$ cat config.mk
export PLATFORM = sky130hd
export DESIGN_NAME = clk_stop_gate
export DESIGN_NICKNAME = d
export VERILOG_FILES = /design/src/rtl/clkstop_pkg.sv /design/src/rtl/clkstop_sync.sv /design/src/rtl/clkstop_cell.sv /design/src/rtl/clk_stop_gate.sv
export SDC_FILE = /design/constraint.sdc
export NUM_CORES = 1
export LEC_CHECK = 0
export CELL_PAD_IN_SITES_DETAIL_PLACEMENT = 0
export CELL_PAD_IN_SITES_GLOBAL_PLACEMENT = 1
export CORE_AREA = 5 5 42 44
export CTS_CLUSTER_SIZE = 24
export DETAILED_ROUTE_END_ITERATION = 8
export DIE_AREA = 0 0 47 49
export PLACE_DENSITY = 0.62
export REMOVE_ABC_BUFFERS = 1
export SKIP_LAST_GASP = 1
export SLEW_MARGIN = 40
export SYNTH_ARGS = -nofsm -noshare
export SYNTH_HDL_FRONTEND = slang
export SYNTH_HIERARCHICAL = 1
export SYNTH_SLANG_ARGS = --single-unit
$ cat constraint.sdc
create_clock -name clk_src -period 0.8 [get_ports clk_src]
set_clock_uncertainty 0.05 [all_clocks]
set_input_delay 0.12 -clock clk_src [delete_from_list [all_inputs] [get_ports clk_src]]
set_output_delay 0.12 -clock clk_src [all_outputs]
set_load 0.005 [all_outputs]
$ cat src/rtl/clkstop_pkg.sv
package clkstop_pkg;

    typedef enum logic {
        GATE_HALT = 1'b0,
        GATE_RUN  = 1'b1
    } gate_mode_e;

    // Stop demand before synchronization; the qualifier masks it when used.
    function automatic logic stop_demand(input logic req_n, input logic qual_mask);
        return (!req_n) && (!qual_mask);
    endfunction

endpackage

$ cat src/rtl/clkstop_sync.sv
module clkstop_sync #(
    parameter int STAGES = 2
) (
    input  logic clk,
    input  logic rst_n,
    input  logic async_in,
    output logic sync_out
);

    typedef struct packed {
        logic [STAGES-1:0] pipe;
    } sync_st_t;

    sync_st_t state_d, state_q;

    generate
        if (STAGES == 1) begin : g_single
            always_comb begin
                state_d      = state_q;
                state_d.pipe = async_in;
            end
        end else begin : g_chain
            always_comb begin
                state_d      = state_q;
                state_d.pipe = {state_q.pipe[STAGES-2:0], async_in};
            end
        end
    endgenerate

    always_ff @(posedge clk or negedge rst_n) begin
        if (!rst_n) begin
            state_q <= '0;
        end else begin
            state_q <= state_d;
        end
    end

    assign sync_out = state_q.pipe[STAGES-1];

endmodule

$ cat src/rtl/clkstop_cell.sv
module clkstop_cell
    import clkstop_pkg::*;
(
    input  logic clk,
    input  logic rst_n,
    input  logic en_in,
    output logic clk_out
);

    typedef struct packed {
        gate_mode_e mode;
    } cell_st_t;

    cell_st_t state_d, state_q;

    always_comb begin
        state_d      = state_q;
        state_d.mode = en_in ? GATE_RUN : GATE_HALT;
    end

    // Enable is captured on the falling edge, so it only moves while clk is low.
    always_ff @(negedge clk or negedge rst_n) begin
        if (!rst_n) begin
            state_q <= '{mode: GATE_HALT};
        end else begin
            state_q <= state_d;
        end
    end

    assign clk_out = clk & (state_q.mode == GATE_RUN);

    // the gating term never changes during a high phase of the source
    always @(state_q) begin
        if (rst_n) begin
            p_enable_moves_low_r3: assert (!clk)
                else $error("gate enable changed while clock high");
        end
    end

endmodule

$ cat src/rtl/clk_stop_gate.sv
module clk_stop_gate
    import clkstop_pkg::*;
#(
    parameter int N_OUT       = 4,
    parameter int SYNC_STAGES = 2,
    parameter bit USE_MODE    = 1'b1
) (
    input  logic             clk_src,
    input  logic             rst_n,
    input  logic             stop_req_n,
    input  logic             mode_sel,
    input  logic             tristate,
    input  logic             free_en,
    input  logic [N_OUT-1:0] out_en,
    output logic [N_OUT-1:0] clk_gated,
    output logic             clk_free,
    output logic             pad_oe
);

    localparam int LAG_W   = $clog2(SYNC_STAGES + 3);
    localparam int LAG_MAX = SYNC_STAGES + 1;

    logic qual_mask;
    logic stop_raw;
    logic stop_sync;

    generate
        if (USE_MODE) begin : g_mode_qual
            assign qual_mask = mode_sel;
        end else begin : g_no_qual
            assign qual_mask = 1'b0;
        end
    endgenerate

    assign stop_raw = stop_demand(stop_req_n, qual_mask);

    clkstop_sync #(.STAGES(SYNC_STAGES)) u_sync (
        .clk      (clk_src),
        .rst_n    (rst_n),
        .async_in (stop_raw),
        .sync_out (stop_sync)
    );

    genvar gi;
    generate
        for (gi = 0; gi < N_OUT; gi++) begin : g_cell
            clkstop_cell u_cell (
                .clk     (clk_src),
                .rst_n   (rst_n),
                .en_in   (out_en[gi] & ~stop_sync),
                .clk_out (clk_gated[gi])
            );
        end
    endgenerate

    clkstop_cell u_free (
        .clk     (clk_src),
        .rst_n   (rst_n),
        .en_in   (free_en),
        .clk_out (clk_free)
    );

    assign pad_oe = ~tristate;

    // Group run state, falling-edge registered like the cells it mirrors
    typedef struct packed {
        gate_mode_e run;
    } grp_st_t;

    grp_st_t grp_d, grp_q;

    always_comb begin
        grp_d     = grp_q;
        grp_d.run = stop_sync ? GATE_HALT : GATE_RUN;
    end

    always_ff @(negedge clk_src or negedge rst_n) begin
        if (!rst_n) begin
            grp_q <= '{run: GATE_RUN};
        end else begin
            grp_q <= grp_d;
        end
    end

    // Lag tracker: cycles a steady demand has waited for the group state
    typedef struct packed {
        logic             raw_prev;
        logic [LAG_W-1:0] lag;
    } lag_st_t;

    lag_st_t lag_d, lag_q;
    logic    mismatch;

    assign mismatch = (stop_raw == (grp_q.run == GATE_RUN));

    always_comb begin
        lag_d          = lag_q;
        lag_d.raw_prev = stop_raw;
        if (!mismatch) begin
            lag_d.lag = '0;
        end else if (stop_raw != lag_q.raw_prev) begin
            lag_d.lag = LAG_W'(1);
        end else if (lag_q.lag != {LAG_W{1'b1}}) begin
            lag_d.lag = lag_q.lag + LAG_W'(1);
        end
    end

    always_ff @(posedge clk_src or negedge rst_n) begin
        if (!rst_n) begin
            lag_q <= '0;
        end else begin
            lag_q <= lag_d;
        end
    end

    p_latency_bound_r1: assert property (@(posedge clk_src) disable iff (!rst_n)
        lag_q.lag <= LAG_W'(LAG_MAX))
        else $error("stop/start latency exceeded bound");

    p_free_ignores_stop_r4: assert property (@(negedge clk_src) disable iff (!rst_n)
        ($past(rst_n) && $past(free_en)) |-> clk_free)
        else $error("free-running output missed a high phase");

    generate
        for (gi = 0; gi < N_OUT; gi++) begin : g_chk
            p_halted_low_r2: assert property (@(negedge clk_src) disable iff (!rst_n)
                (grp_q.run == GATE_HALT) |-> !clk_gated[gi])
                else $error("gated output high while group halted");
        end
    endgenerate

endmodule

==> flow_summary.json <==
{
  "drive_gt1_share_pct": 34.9,
  "ys_warn_count": 6,
  "die_w_um": 47,
  "die_area_um2": 2300,
  "viasPerCell": 3.64,
  "holdBufCountCts": 0,
  "power.density_nw_per_um2": 2950,
  "crit_fanout": 1,
  "hold_violations": 0,
  "crit_path_end_kind": "primary output",
  "total_power_mw": 1.31,
  "firstDrtPassIters": 2,
  "peakVddDrop_uv": 827,
  "n_antenna_cell": 0,
  "final-setup-viol-count": 14,
  "syn-mean-instance-area_um2": 13.3,
  "critPathKind": "flip-flop to primary output",
  "max_cap_violations": 0,
  "grt_start_max_net_pins": 7,
  "place_congestion": 0.740,
  "clkLatencyLatePin_ns": 0.35,
  "setup_ws_ns": -0.740,
  "fin_nets": 53,
  "ys_ff_latch": 7,
  "status": "finished with violations",
  "r2r_end": "g_cell[0].u_cell/state_q",
  "grt_use_total_pct": 6.88,
  "final_cells": 59,
  "ys_seq_area_share_pct": 73.3,
  "final_common_cell": "clkdlybuf4s50_1",
  "routedWlPerCell_um": 9.47,
  "regToRegSetupSlack_ns": -0.23,
  "relSlewSlack_pct": 83.2,
  "hp-class": "input port to async pin",
  "arrival_ns": 1.37,
  "cp-start-kind": "flip-flop",
  "io_pins": 16,
  "hpwl_um": 385,
  "required_ns": 0.63,
  "netlist_area_um2": 239,
  "tightest_slew_ns": 0.251,
  "reg2reg_from": "u_sync/state_q[1]",
  "cts_tree": "yes",
  "grt_pass1_vias": 269,
  "initial_core_util_pct": 17.1,
  "die_h_um": 49,
  "grt_overflow": 0,
  "port_buffers": 15,
  "synth_cells": 18,
  "rsz0062_at_grt": "true",
  "final_cell_mix": "clkdlybuf4s50_1 (8), clkbuf_4 (7), buf_2 (6)",
  "clkTransAtPathRegs_ns": 0.05,
  "rr_worst_depth": 1,
  "violations": "negative setup slack",
  "synthToLayoutAreaGrowth_pct": 86.4,
  "drt_iter0_markers": 4,
  "route.detailed.drc": 0,
  "grt_pass1_wl_um": 869,
  "vias": 215,
  "core.rowCount": 14,
  "grt_antenna_before_repair": 0,
  "synth_cell_type_count": 6,
  "leakage_nw": 0.225,
  "totalWireLength_um": 559,
  "ant_nets": 0,
  "dp.cells": 50,
  "core_area_um2": 1400,
  "drv_slew": 0
}
Yosys cell counts:
cell     n  area (um2)
nor2b_1  4        25.0
dfrtn_1  5         125
nor2_1   1        3.75
and2_1   5        31.3
inv_1    1        3.75
dfrtp_1  2        50.1
critical path: stages (launching register included):
cell	delay [ns]
dfrtn_1	0.37
and2_1	0.11
buf_2	0.11
layer usage:
layer,vias up,routed length (um),track usage (%)
met3,0,148,10.7
li1,103,-,-
met2,20,227,5.43
met4,0,0,12.0
met1,92,183,4.05
met5,-,0,0
state kept, by name, indices dropped and copies added, names as in the netlist:
| register | count |
|---|---|
| g_cell.u_cell/state_q | 4 |
| u_sync/state_q | 2 |
| u_free/state_q | 1 |
kinds of logic after synthesis:
| logic type | after synthesis | synth area share [%] |
|---|---|---|
| buf+inv | 1 | 1.57 |
| flops | 7 | 73.3 |
| simple gates | 10 | 25.1 |
cell type report:
class	instances	area, um2
fillers	155	956
flip-flops and latches	7	175
repair buffers	11	101
clock buffers	13	81.3
multi-input cells	10	60.1
well taps	16	20.0
clock inverters	1	3.75
inverters	1	3.75
how the worst max path moves through the flow:
| stage | start | endpoint | slack (ns) | depth (start not counted) |
|---|---|---|---|---|
| 6_report | g_cell[0].u_cell/state_q | clk_gated[0] | -0.74 | 2 |
| 5_1_grt | g_cell[1].u_cell/state_q | clk_gated[1] | -0.79 | 2 |
| 4_1_cts | g_cell[0].u_cell/state_q | clk_gated[0] | -0.76 | 2 |
| 3_5_place_dp | u_free/state_q | clk_free | -0.73 | 2 |
| 3_3_place_gp | g_cell[0].u_cell/state_q | clk_gated[0] | -0.71 | 2 |
| 2_1_floorplan | u_free/state_q | clk_free | -0.24 | 1 |
per-stage QoR:
stage	hold WS [ns]	setup WS (ns)	util (%)	cell area [um2]	setup TNS [ns]
2_1_floorplan	-0.226	-0.245	-	239	-2.04
3_3_place_gp	0.289	-0.712	29.7	417	-6.80
3_5_place_dp	0.297	-0.735	29.7	417	-6.87
4_1_cts	0.178	-0.758	31.8	445	-4.70
5_1_grt	0.206	-0.793	31.8	445	-4.96
6_report	0.172	-0.740	31.8	445	-4.54
power by group:
group / switching [mW] / internal (mW)
logic: 0.0167 / 0.0473
clock network: 0.317 / 0.549
registers: 0.00581 / 0.377
total: 0.339 / 0.974
timing repair:
| item | in CTS | in global routing |
|---|---|---|
| gates resized for setup | 25 | 0 |
| endpoints found under the setup margin | 15 | 14 |
| setup buffers | 0 | 0 |
(Power assumes the default switching activity.)
